$ cat config.mk
export PLATFORM = sky130hd
export DESIGN_NAME = fp_single_packer
export DESIGN_NICKNAME = d
export VERILOG_FILES = /design/src/rtl/pk_pkg.sv /design/src/rtl/pk_align.sv /design/src/rtl/pk_rounder.sv /design/src/rtl/pk_ovf_select.sv /design/src/rtl/fp_single_packer.sv
export SDC_FILE = /design/constraint.sdc
export NUM_CORES = 1
export LEC_CHECK = 0
export BUFFER_PORTS_ARGS = -buffer_cell sky130_fd_sc_hd__buf_4
export CAP_MARGIN = 30
export CORE_MARGIN = 5
export CORE_UTILIZATION = 58
export DETAILED_ROUTE_END_ITERATION = 8
export PLACE_DENSITY_LB_ADDON = 0.08
export SLEW_MARGIN = 40
export SYNTH_ARGS = -nofsm -noshare
export SYNTH_HDL_FRONTEND = slang
export SYNTH_SLANG_ARGS = --single-unit
$ cat constraint.sdc
create_clock -name clk -period 12.2 [get_ports clk]
set_input_delay 1.22 -clock clk [delete_from_list [all_inputs] [get_ports clk]]
set_output_delay 1.22 -clock clk [all_outputs]
set_load 0.02 [all_outputs]
$ cat src/rtl/pk_pkg.sv
package pk_pkg;
   typedef enum logic [1:0] {
      CLS_ZERO = 2'd0,
      CLS_NUM  = 2'd1,
      CLS_INF  = 2'd2,
      CLS_NAN  = 2'd3
   } pk_class_e;

   typedef enum logic [1:0] {
      RM_NEAR = 2'd0,
      RM_ZERO = 2'd1,
      RM_UP   = 2'd2,
      RM_DOWN = 2'd3
   } pk_rmode_e;
endpackage

$ cat src/rtl/pk_align.sv
// Right shift of the significand into the subnormal range; lost bits feed sticky.
module pk_align #(
   parameter int MANT_W = 26,
   parameter int SH_W   = 12
) (
   input  logic [MANT_W-1:0] mant,
   input  logic              sticky_in,
   input  logic [SH_W-1:0]   shamt,
   output logic [MANT_W-1:0] shifted,
   output logic              sticky_out
);
   localparam int WIDE_W = 2 * MANT_W;

   logic [WIDE_W-1:0] wide;

   always_comb begin
      wide = {mant, {MANT_W{1'b0}}} >> shamt;
      if (shamt >= SH_W'(MANT_W)) begin
         shifted    = '0;
         sticky_out = (|mant) | sticky_in;
      end else begin
         shifted    = wide[WIDE_W-1:MANT_W];
         sticky_out = (|wide[MANT_W-1:0]) | sticky_in;
      end
   end
endmodule

$ cat src/rtl/pk_rounder.sv
// Guard/round/sticky rounding of a W-bit significand; one extra bit holds the carry.
module pk_rounder #(
   parameter int W = 24
) (
   input  logic [W-1:0] sig,
   input  logic         guard,
   input  logic         rbit,
   input  logic         sticky,
   input  logic         sign,
   input  logic [1:0]   rm,
   output logic [W:0]   rounded,
   output logic         inexact
);
   import pk_pkg::*;

   logic up;

   always_comb begin
      inexact = guard | rbit | sticky;
      case (pk_rmode_e'(rm))
         RM_NEAR: up = guard & (rbit | sticky | sig[0]);
         RM_ZERO: up = 1'b0;
         RM_UP:   up = inexact & ~sign;
         default: up = inexact & sign;
      endcase
      rounded = {1'b0, sig} + (W+1)'(up);
   end
endmodule

$ cat src/rtl/pk_ovf_select.sv
// Decides whether an overflowing result saturates to infinity.
module pk_ovf_select (
   input  logic       sign,
   input  logic [1:0] rm,
   output logic       to_inf
);
   import pk_pkg::*;

   always_comb begin
      case (pk_rmode_e'(rm))
         RM_NEAR: to_inf = 1'b1;
         RM_ZERO: to_inf = 1'b0;
         RM_UP:   to_inf = ~sign;
         default: to_inf = sign;
      endcase
   end
endmodule

$ cat src/rtl/fp_single_packer.sv
module fp_single_packer #(
   parameter int FRAC_W   = 23,
   parameter int EXPF_W   = 8,
   parameter int IN_EXP_W = 10
) (
   input  logic                       clk,
   input  logic                       rst_n,
   input  logic                       in_sign,
   input  logic [1:0]                 in_class,
   input  logic [IN_EXP_W-1:0]        in_exp,
   input  logic [FRAC_W+2:0]          in_mant,
   input  logic                       in_sticky,
   input  logic [1:0]                 rnd_mode,
   input  logic                       uf_trap_en,
   output logic [EXPF_W+FRAC_W:0]     out_word,
   output logic                       out_overflow,
   output logic                       out_underflow,
   output logic                       out_inexact
);
   import pk_pkg::*;

   localparam int MANT_W  = FRAC_W + 3;
   localparam int SIG_W   = FRAC_W + 1;
   localparam int BE_W    = IN_EXP_W + 2;
   localparam int BIAS    = (1 << (EXPF_W - 1)) - 1;
   localparam int EXP_MAX = (1 << EXPF_W) - 1;
   localparam int WORD_W  = 1 + EXPF_W + FRAC_W;

   generate
      if (FRAC_W < 2) begin : g_bad_frac
         $error("FRAC_W must be at least 2");
      end
      if (EXPF_W < 2) begin : g_bad_expf
         $error("EXPF_W must be at least 2");
      end
      if (IN_EXP_W <= EXPF_W) begin : g_bad_inexp
         $error("IN_EXP_W must exceed EXPF_W");
      end
   endgenerate

   // biased exponent and path selection
   logic signed [BE_W-1:0] biased;
   logic signed [BE_W-1:0] exp_n;
   logic        [BE_W-1:0] shamt;
   logic                   is_sub;

   assign biased = $signed({{2{in_exp[IN_EXP_W-1]}}, in_exp}) + $signed(BE_W'(BIAS));
   assign is_sub = (biased <= 0);
   assign shamt  = BE_W'(1) - biased;

   logic [MANT_W-1:0] al_mant;
   logic              al_sticky;

   pk_align #(.MANT_W(MANT_W), .SH_W(BE_W)) u_align (
      .mant       (in_mant),
      .sticky_in  (in_sticky),
      .shamt      (shamt),
      .shifted    (al_mant),
      .sticky_out (al_sticky)
   );

   logic [MANT_W-1:0] sel_mant;
   logic              sel_sticky;

   assign sel_mant   = is_sub ? al_mant   : in_mant;
   assign sel_sticky = is_sub ? al_sticky : in_sticky;

   logic [SIG_W:0] rounded;
   logic           rnd_nx;

   pk_rounder #(.W(SIG_W)) u_round (
      .sig     (sel_mant[MANT_W-1:2]),
      .guard   (sel_mant[1]),
      .rbit    (sel_mant[0]),
      .sticky  (sel_sticky),
      .sign    (in_sign),
      .rm      (rnd_mode),
      .rounded (rounded),
      .inexact (rnd_nx)
   );

   logic to_inf;

   pk_ovf_select u_ovf (
      .sign   (in_sign),
      .rm     (rnd_mode),
      .to_inf (to_inf)
   );

   // carry into the next binade on the normal path
   logic carry;
   logic ovf;

   assign carry = rounded[SIG_W];
   assign exp_n = biased + $signed({{(BE_W-1){1'b0}}, carry});
   assign ovf   = (exp_n >= $signed(BE_W'(EXP_MAX)));

   logic [WORD_W-1:0] nx_word;
   logic              nx_of, nx_uf, nx_nx;
   logic              sub_bump;

   assign sub_bump = rounded[FRAC_W];

   always_comb begin
      nx_word = '0;
      nx_of   = 1'b0;
      nx_uf   = 1'b0;
      nx_nx   = 1'b0;
      case (pk_class_e'(in_class))
         CLS_ZERO: nx_word = {in_sign, {(EXPF_W+FRAC_W){1'b0}}};
         CLS_INF:  nx_word = {in_sign, {EXPF_W{1'b1}}, {FRAC_W{1'b0}}};
         CLS_NAN:  nx_word = {in_sign, {EXPF_W{1'b1}}, in_mant[MANT_W-2:2]};
         default: begin
            nx_nx = rnd_nx;
            if (is_sub) begin
               nx_word = {in_sign, (EXPF_W)'(sub_bump), rounded[FRAC_W-1:0]};
               nx_uf   = ~sub_bump & (rnd_nx | uf_trap_en);
            end else if (ovf) begin
               nx_of = 1'b1;
               nx_nx = 1'b1;
               if (to_inf)
                  nx_word = {in_sign, {EXPF_W{1'b1}}, {FRAC_W{1'b0}}};
               else
                  nx_word = {in_sign, {(EXPF_W-1){1'b1}}, 1'b0, {FRAC_W{1'b1}}};
            end else begin
               nx_word = {in_sign, exp_n[EXPF_W-1:0], rounded[FRAC_W-1:0]};
            end
         end
      endcase
   end

   always_ff @(posedge clk) begin
      if (!rst_n) begin
         out_word      <= '0;
         out_overflow  <= 1'b0;
         out_underflow <= 1'b0;
         out_inexact   <= 1'b0;
      end else begin
         out_word      <= nx_word;
         out_overflow  <= nx_of;
         out_underflow <= nx_uf;
         out_inexact   <= nx_nx;
      end
   end
endmodule

After elaboration in Yosys (flattened, before gate mapping)
Index checks and enable logic that the tools add are counted.
Operators by class
  $add $sub $neg: 4
  order comparisons: 3
  equal/unequal tests: 4
  shifts and indexed selects: 1
  mux-type cells: 13
  bitwise gates (word level): 15
  reduce and logical (&&, ||, !) cells: 7
Operators by type and width (count)
  case mux 31 bit (3 select lines): 1
  two-way mux 31 bit: 2
  two-way mux 26 bit: 2
  OR reduction 26 bit: 2
  right shift 52 x 12 -> 52 bit: 1
  adder 24 x 1 -> 25 bit: 1
  two-way mux 24 bit: 1
  adder 11 x 2 -> 12 bit: 1
  >= comparator 12 x 5 -> 1 bit (second input constant): 1
  >= comparator 12 x 9 -> 1 bit (second input constant): 1
  subtractor 2 x 11 -> 12 bit (first input constant): 1
  adder 10 x 8 -> 11 bit (second input constant): 1
  <= comparator 11 x 1 -> 1 bit (second input constant): 1
  OR reduction 5 bit: 2
  bitwise OR 1 bit: 7
  equality test 2 bit (second input constant): 3
  case mux 1 bit (3 select lines): 2
  two-way mux 1 bit: 5
  bitwise AND 1 bit: 4
  zero test 2 bit: 2
  inverter 1 bit: 4
  OR reduction 4 bit: 1
  equality test 2 x 1 -> 1 bit (second input constant): 1
Word-level totals
  flip-flop bits (word level): 35
  input port bits: 45
  output and inout bits: 35

Depth between registers and ports, before layout
Gate-level depths: netlist (run 1).
  depth after elaboration: 17
  gate-level depth with buffers: 42
  depth with buffers taken out: 34

Cells and area by module
A second synthesis (run 1) with hierarchy kept.
Unflattened totals
  cells, all modules: 706
  area, all modules: 5641.7 um^2
By module, submodules not included
  fp_single_packer: times used 1, cells an instance 310, area each 2698.8 um^2, seq. area each 700.7 um^2
  pk_align: times used 1, cells an instance 318, area each 2384.8 um^2, seq. area each 0.0 um^2
  pk_rounder: times used 1, cells an instance 76, area each 545.5 um^2, seq. area each 0.0 um^2
  pk_ovf_select: times used 1, cells an instance 2, area each 12.5 um^2, seq. area each 0.0 um^2

Worst setup path after synthesis (run 1)
Ideal clock, no wire load.
  kind: input-to-reg
  start: input in_exp[0]
  end: register out_word[14]
  arrival time: 9335 ps
  slack: 2743 ps
  stages: 41
  buffers on the path: 8
  path through: buf_2 > buf_1 > inv_1 > buf_1 > clkbuf_1 > ha_1 > xor2_1 > inv_1 > ha_1 > xnor2_1 > xnor2_1 > clkbuf_1 > buf_2 > clkbuf_1 > nor2_1 > a21oi_1 > mux2i_1 > o2111ai_1 > [... 5 more ...] > ha_1 > ha_1 > nand2_1 > nor4_4 > nand4_2 > nor4_1 > ha_1 > ha_1 > nand2_1 > a211oi_1 > nand3_1 > xnor2_1 > a31oi_1 > o21ai_0 > clkbuf_1 > nor2_1 > nor2_1 > a221o_1
On the way
  longest elaborated chain between the ends: 17
Ends and longest elaborated chain
  start, declared: line fp_single_packer.sv:10  | input logic [IN_EXP_W-1:0] in_exp,
  adder 10 x 8 -> 11 bit *: line fp_single_packer.sv:47  | assign biased = $signed({{2{in_exp[IN_EXP_W-1]}}, in_exp}) + $signed(BE_W'(BIAS));
  subtractor 2 x 11 -> 12 bit: line fp_single_packer.sv:49  | assign shamt = BE_W'(1) - biased;
  right shift 52 x 12 -> 52 bit: line pk_align.sv:17  | wide = {mant, {MANT_W{1'b0}}} >> shamt;
  OR reduction 26 bit: line pk_align.sv:23  | sticky_out = (|wide[MANT_W-1:0]) | sticky_in;
  bitwise OR 1 bit: line pk_align.sv:23
  two-way mux 1 bit: line pk_align.sv:18  | if (shamt >= SH_W'(MANT_W)) begin
  two-way mux 1 bit: line fp_single_packer.sv:66  | assign sel_sticky = is_sub ? al_sticky : in_sticky;
  bitwise OR 1 bit (2 in series): line pk_rounder.sv:21  | RM_NEAR: up = guard & (rbit | sticky | sig[0]);
  bitwise AND 1 bit: line pk_rounder.sv:21
  case mux 1 bit (3 select lines): line pk_rounder.sv:20  | case (pk_rmode_e'(rm))
  adder 24 x 1 -> 25 bit: line pk_rounder.sv:26  | rounded = {1'b0, sig} + (W+1)'(up);
  adder 11 x 2 -> 12 bit: line fp_single_packer.sv:95  | assign exp_n = biased + $signed({{(BE_W-1){1'b0}}, carry});
  >= comparator 12 x 9 -> 1 bit: line fp_single_packer.sv:96  | assign ovf = (exp_n >= $signed(BE_W'(EXP_MAX)));
  two-way mux 31 bit: line fp_single_packer.sv:118  | end else if (ovf) begin
  two-way mux 31 bit *: line fp_single_packer.sv:115  | if (is_sub) begin
  case mux 31 bit (3 select lines) *: line fp_single_packer.sv:109  | case (pk_class_e'(in_class))
  end signal, assigned: line fp_single_packer.sv:139  | out_word <= nx_word;
  end, declared: line fp_single_packer.sv:15  | output logic [EXPF_W+FRAC_W:0] out_word,
Every way passes the cells marked *; elsewhere a longest branch is shown, timed or not.
A chain may end at the register's enable or synchronous reset.

Worst setup path in the final report (run 1)
  start: input in_exp[0]
  end: register out_word[4]
The elaborated chain is that of the path after synthesis.

==> impl_metrics.tcl, run 1 <==
set metrics [dict create \
    design.core.area_um2 8090 \
    nets 710 \
    crit_top_cell "ha_1" \
    cts_resized 0 \
    final_cell_mix "87 x buf_4, 59 x nand2_1, 40 x nor2_1" \
    setup_tns_ns 0 \
    seqPwrFrac 0.267 \
    synth_top_area_frac 0.148 \
    clock_path_buffers 2 \
    start_kind "primary input" \
    crit_path_max_incr_delay_ns 0.75 \
    cts_hold_buf 0 \
    setup_viol 0 \
    synth_top_area_cell "dfxtp_1" \
    cts.sinks 35 \
    wl_per_cell_um 20.3 \
    cts_max_level 2 \
    netlist_instances 605 \
    setup_slack_ns 1.93 \
    syn_to_final_growth_pct 14.9 \
    io_buffer_count 79 \
    p_sw_mw 0.197 \
    totalWireLength_um 15500 \
    hold_viol_final 0 \
    grt_pass1_vias 4725 \
    crit_type "primary input to flip-flop" \
    place_hpwl_um 12000 \
    syn-num-nets 660 \
    crit_cells 35 \
    firstDrtPassIters 5 \
    grt_pass1_wl_um 24700 \
    ys_seq_elements 35 \
    synth_area_leaders "dfxtp_1 15%, mux4_2 7.2%, mux2i_1 4.9%" \
    startpoint "in_exp[0]" \
    min_path_cells 2 \
    start_util 0.584 \
    overflow 0 \
    drc 0 \
    n_antenna_cell 0 \
    clk_pin_slew_ns 0.06 \
    finalCritPeriodShare 0.842 \
    die_width_um 100 \
    p_sw_frac 0.429 \
    postLayoutCoreUtil 0.671 \
    rows 33 \
    cap_violations 0 \
    min_period_ns 10.27 \
    power_mw 0.460 \
    die_area_um2 10100 \
    yosysWarnings 0 \
    cts_buffers 5 \
    mappedNetlistArea_um2 4720 \
    worstPathMaxFanout 37 \
    worst_slew_pin_slew_ns 0.879 \
    max-vdd-ir-drop_mv 0.0514 \
    arrival_ns 10.44 \
    track_usage 0.304 \
    die_y_um 100 \
    vias 5230 \
    critPathTopFamily "simple AND/OR/NAND/NOR gates" \
    drt-initial-drc-count 575 \
    cts_setup_buffers 0 \
    finalMaxSlewViolations 0 \
    vias_per_cell 6.87 \
    critPathSlowestCell "clkinv_1" \
    power.leakage_nw 2.06 \
    stdcell_count 761 \
    grt_max_degree 40 \
    combinationalPowerShare 0.567 \
    async_reset_ff_frac 0 \
    cts_tree "yes" \
    critPathBufInv 4 \
    internal_power_mw 0.262 \
    cp-endpoint "out_word[4]$_SDFF_PN0_" \
    crit_path_end_kind "flip-flop" \
    syn_avg_cell_area_um2 7.81 \
    synthFlopType "dfxtp_1" \
    gp_congestion 0.999 \
    mostFrequentLayoutCell "buf_4" \
    worstHoldPathType "primary input to flip-flop" \
    synth_seq_area_share 0.148 \
    pre_cts_ws_ns 1.97 \
    ioPinCount 80 \
    synth_cell_types 78 \
    final_antenna_net_count 0 \
    power.density_nw_per_um2 84.7 \
    synth_edf_count 0 \
    fmax_ghz 0.0973 \
    rsz0062_at_grt "no" \
    p_clk_frac 0.167 \
    critPathRequiredTime_ns 12.36 \
    maxSlewHeadroom 0.406 \
    clockRootBuffer "clkbuf_8" \
    antenna_found_initial 0 \
    placedCellCount 752 \
    status "finished clean" \
    drive_above_1_share 0.238 \
]
==> power by group through the flow <==
stage                     combinational (mW)  clock [mW]  sequential, mW
after floorplan                        0.167           0           0.134
after global placement                 0.249           0           0.125
after detailed placement               0.252           0           0.125
after CTS                              0.253      0.0793           0.123
after global routing                   0.279      0.0841           0.123
final                                  0.260      0.0766           0.123
==> routing by layer <==
metal  part of all wire  routed length [um]  global-route usage  vias to the layer above
li1                   -                   -                   -                     2445
met1               0.44                6810               0.444                     2428
met2               0.44                6840               0.468                      324
met3               0.10                1570              0.0389                       33
met4              0.017                 266              0.0881                        0
met5                  0                   0                   0                        -
==> synth_stat cells, types with 3 or more instances <==
library cell  instances
or3_1                 5
a211oi_1              6
nand3b_1              4
o41ai_1               3
mux2i_1              23
buf_2                10
xnor2_1              20
nand2b_1              6
o21ai_0              37
ha_1                 10
clkbuf_1             26
o31a_1                6
nor3_1               18
o21a_1               13
a221o_1               7
mux2_2               17
or4_1                 5
inv_1                11
and2_1                5
nand3_1              18
or2_2                 3
nor2_1               41
a22oi_1              16
a21oi_1              36
dfxtp_1              35
xor2_1               12
a211o_1               4
a31oi_1               5
nand2_1              59
and3_1                7
nor4_4                4
o31ai_1              12
mux4_2               15
nor2b_1               6
a22o_1                5
o22ai_1               3
nor4_1               14
o211ai_1             10
buf_1                 7
nand4_1               9
==> worst min path at each step <==
stage,start,to
floorplan,in_mant[2],out_word[0]$_SDFF_PN0_
global placement,in_sign,out_word[31]$_SDFF_PN0_
detailed placement,in_sign,out_word[31]$_SDFF_PN0_
CTS,in_sign,out_word[31]$_SDFF_PN0_
global route,in_sign,out_word[31]$_SDFF_PN0_
finish,in_sign,out_word[31]$_SDFF_PN0_
==> stage by stage <==
step                cell area, um2  hold WS [ns]
finish                        5430          1.17
global route                  5430          1.17
CTS                           5420          1.17
detailed placement            5330          1.46
global placement              5330          1.46
floorplan                     4720          1.33
==> sequential cells by signal (all words and copies together), names as in the netlist <==
name           count
out_word          32
out_inexact        1
out_overflow       1
out_underflow      1
==> area by class of cell <==
class	instances	area (um2)
multi-input combinational	513	3810
fill	713	2670
sequential	35	701
timing repair buffer	88	658
tap	105	131
clock buffer	7	76.3
inverter	12	45.0
clock inverter	1	5.00
==> kinds of logic (layout without fill, tap and decap cells) <==
logic type,after synthesis,after routing,synth area share
adder cells (fa/ha/maj),10,10,0.0265
XOR/XNOR,32,32,0.0593
multiplexers,56,56,0.163
AND/OR/NAND/NOR,224,224,0.267
flip-flops,35,35,0.148
AO/OA/AOI/OAI,191,191,0.284
buffers and inverters,57,108,0.0511
No activity file was read; power rests on OpenSTA's default activity.
==> run 2, diff against run 1 <==
--- a/config.mk
+++ b/config.mk
@@ -5,10 +5,11 @@
 export SDC_FILE = /design/constraint.sdc
 export NUM_CORES = 1
 export LEC_CHECK = 0
+export ABC_AREA = 1
 export BUFFER_PORTS_ARGS = -buffer_cell sky130_fd_sc_hd__buf_4
 export CAP_MARGIN = 30
 export CORE_MARGIN = 5
-export CORE_UTILIZATION = 58
+export CORE_UTILIZATION = 53
 export DETAILED_ROUTE_END_ITERATION = 8
 export PLACE_DENSITY_LB_ADDON = 0.08
 export SLEW_MARGIN = 40
==> constraint.sdc (replaced) <==
create_clock -name clk -period 8.88 [get_ports clk]
set_input_delay 0.888 -clock clk [delete_from_list [all_inputs] [get_ports clk]]
set_output_delay 0.888 -clock clk [all_outputs]
set_load 0.02 [all_outputs]
==> impl_metrics.tcl, run 2 <==
set metrics [dict create \
    status "finished clean" \
    top_register "out_word" \
    worstPathMaxFanout 29 \
    die_y_um 108 \
    postLayoutCoreUtil 0.630 \
    crit_type "primary input to flip-flop" \
    netlist_instances 926 \
    synth_edf_count 0 \
    start_util 0.545 \
    mappedNetlistArea_um2 5060 \
    die_area_um2 11600 \
    yosys.area_share.adder 0.0247 \
    critPathSlowestCell "a221o_1" \
    cts_buffers 5 \
    grt_max_degree 35 \
    clockRootBuffer "clkbuf_8" \
    cp-endpoint "out_word[17]$_SDFF_PN0_" \
    syn-num-nets 981 \
    cts_tree "yes" \
    mostFrequentLayoutCell "nand2_1" \
    hold_viol_final 0 \
    setup_tns_ns 0 \
    grt_pass1_wl_um 28000 \
    multi_input_area_um2 3840 \
    finalMaxSlewViolations 0 \
    drive_above_1_share 0.177 \
    vias 6415 \
    drt-initial-drc-count 679 \
    drc 0 \
    synthSimpleGateAreaFrac 0.610 \
    wl_per_cell_um 15.8 \
    track_usage 0.295 \
    vias_per_cell 5.74 \
    design.core.area_um2 9280 \
    synthMuxAreaShare 0 \
    syn_to_final_growth_pct 15.6 \
    synth-compound-area-share 0.0900 \
    start_kind "primary input" \
    crit_path_max_incr_delay_ns 0.32 \
    gp_congestion 1.02 \
    synth_top_cells_by_count "316 x nand2_1, 185 x nand3_1, 68 x inv_1" \
    overflow 0 \
    startpoint "in_exp[0]" \
    ioPinCount 80 \
    max-vdd-ir-drop_mv 0.0608 \
    clk_pin_slew_ns 0.06 \
    synthMostInstantiatedCell "nand2_1" \
    clock_path_buffers 2 \
    rows 35 \
    n_antenna_cell 0 \
    totalWireLength_um 17700 \
    grt_pass1_vias 5636 \
    crit_path_end_kind "flip-flop" \
    async_reset_ff_frac 0 \
    crit_top_cell "nand2_1" \
    io_buffer_count 79 \
    arrival_ns 8.24 \
    power.density_nw_per_um2 110 \
    synth_area_leaders "nand2_1 23%, nand3_1 18%, dfxtp_1 14%" \
    rsz0062_at_grt "no" \
    synth_top_family_by_area "simple AND/OR/NAND/NOR gates" \
    power.leakage_nw 2.96 \
    critPathRequiredTime_ns 9.10 \
    final_antenna_net_count 0 \
    ys_seq_elements 35 \
    nets 1044 \
    antenna_found_initial 0 \
    fmax_ghz 0.125 \
    synth_seq_area_share 0.138 \
    die_width_um 108 \
    fill_cells 999 \
    final_cell_mix "315 x nand2_1, 185 x nand3_1, 91 x buf_4" \
    place_hpwl_um 13800 \
    cts_max_level 2 \
    min_period_ns 8.02 \
    cap_violations 0 \
    synth_top_area_cell "nand2_1" \
    synth_cell_types 51 \
    ff_latch_area_um2 701 \
    setup_viol 0 \
    syn_avg_cell_area_um2 5.47 \
    yosysWarnings 0 \
    synthXorXnorAreaFrac 0.0307 \
    synthFlopType "dfxtp_1" \
    maxSlewHeadroom 0.549 \
    worst_slew_pin_slew_ns 0.675 \
    cts.sinks 35 \
    worstHoldPathType "primary input to flip-flop" \
    finalCritPeriodShare 0.903 \
    firstDrtPassIters 6 \
    largest_reg_flops 32 \
    cts_hold_buf 0 \
    synth_top_area_frac 0.234 \
]
==> run 2: through the flow <==
step	area [um2]	hold slack [ns]	cells	setup WS (ns)	total power, mW
2_1_floorplan	5060	0.981	926	0.981	0.415
3_3_place_gp	5690	1.08	1105	0.511	0.517
3_5_place_dp	5690	1.09	1105	0.219	0.516
4_1_cts	5780	0.792	1112	0.405	0.630
5_1_grt	5850	0.794	1118	0.0946	0.686
6_report	5850	0.795	1118	0.858	0.643
==> run 2: what timing repair did <==
item                       CTS  global route
gates resized for setup      0             9
setup endpoints to repair    0            21
buffers inserted             0             4
==> run 2: power by group <==
group | total (mW) | switching [mW] | internal, mW
Clock | 0.115 | 0.0541 | 0.0608
Combinational | 0.360 | 0.244 | 0.116
Sequential | 0.169 | 0.00236 | 0.167
==> run 2: worst min-delay path by stage <==
stage | cells past startpoint | from | to | slack [ns]
floorplan | 2 | in_sign | out_word[31]$_SDFF_PN0_ | 0.98
global placement | 3 | in_sign | out_word[31]$_SDFF_PN0_ | 1.08
detailed placement | 3 | in_sign | out_word[31]$_SDFF_PN0_ | 1.09
CTS | 3 | in_sign | out_word[31]$_SDFF_PN0_ | 0.79
global route | 3 | in_sign | out_word[31]$_SDFF_PN0_ | 0.79
finish | 3 | in_sign | out_word[31]$_SDFF_PN0_ | 0.79
==> run 2: critical path, delay by kind of cell <==
family	cells	cell delay, ns
simple gates	39	4.35
fa+ha+maj	5	1.07
buf+inv	9	1.32
xor+xnor	1	0.19
compound gates	2	0.38
==> run 2: layout make-up <==
class | count | area share
sequential | 35 | 0.120
tap | 129 | 0.0276
timing repair inverter | 2 | 0.00214
clock inverter | 1 | 0.000855
multi-input combinational | 765 | 0.656
timing repair buffer | 94 | 0.123
inverter | 86 | 0.0571
clock buffer | 6 | 0.0141
==> run 2: layer usage <==
layer | vias up | part of all wire | wire (um) | GRT usage
li1 | 3203 | - | - | -
met1 | 2820 | 0.43 | 7640 | 0.420
met2 | 349 | 0.43 | 7600 | 0.453
met3 | 43 | 0.11 | 1890 | 0.0498
met4 | 0 | 0.029 | 519 | 0.0884
met5 | - | 0 | 0 | 0
==> run 2: cells by family (layout without fill, tap and decap cells) <==
logic type / Yosys count / count (layout)
DFF: 35 / 35
and+or+nand+nor: 659 / 659
adders and majority gates: 10 / 10
xor gates and xnor gates: 16 / 16
buffers and inverters: 126 / 189
AOI/OAI and AO/OA: 80 / 80
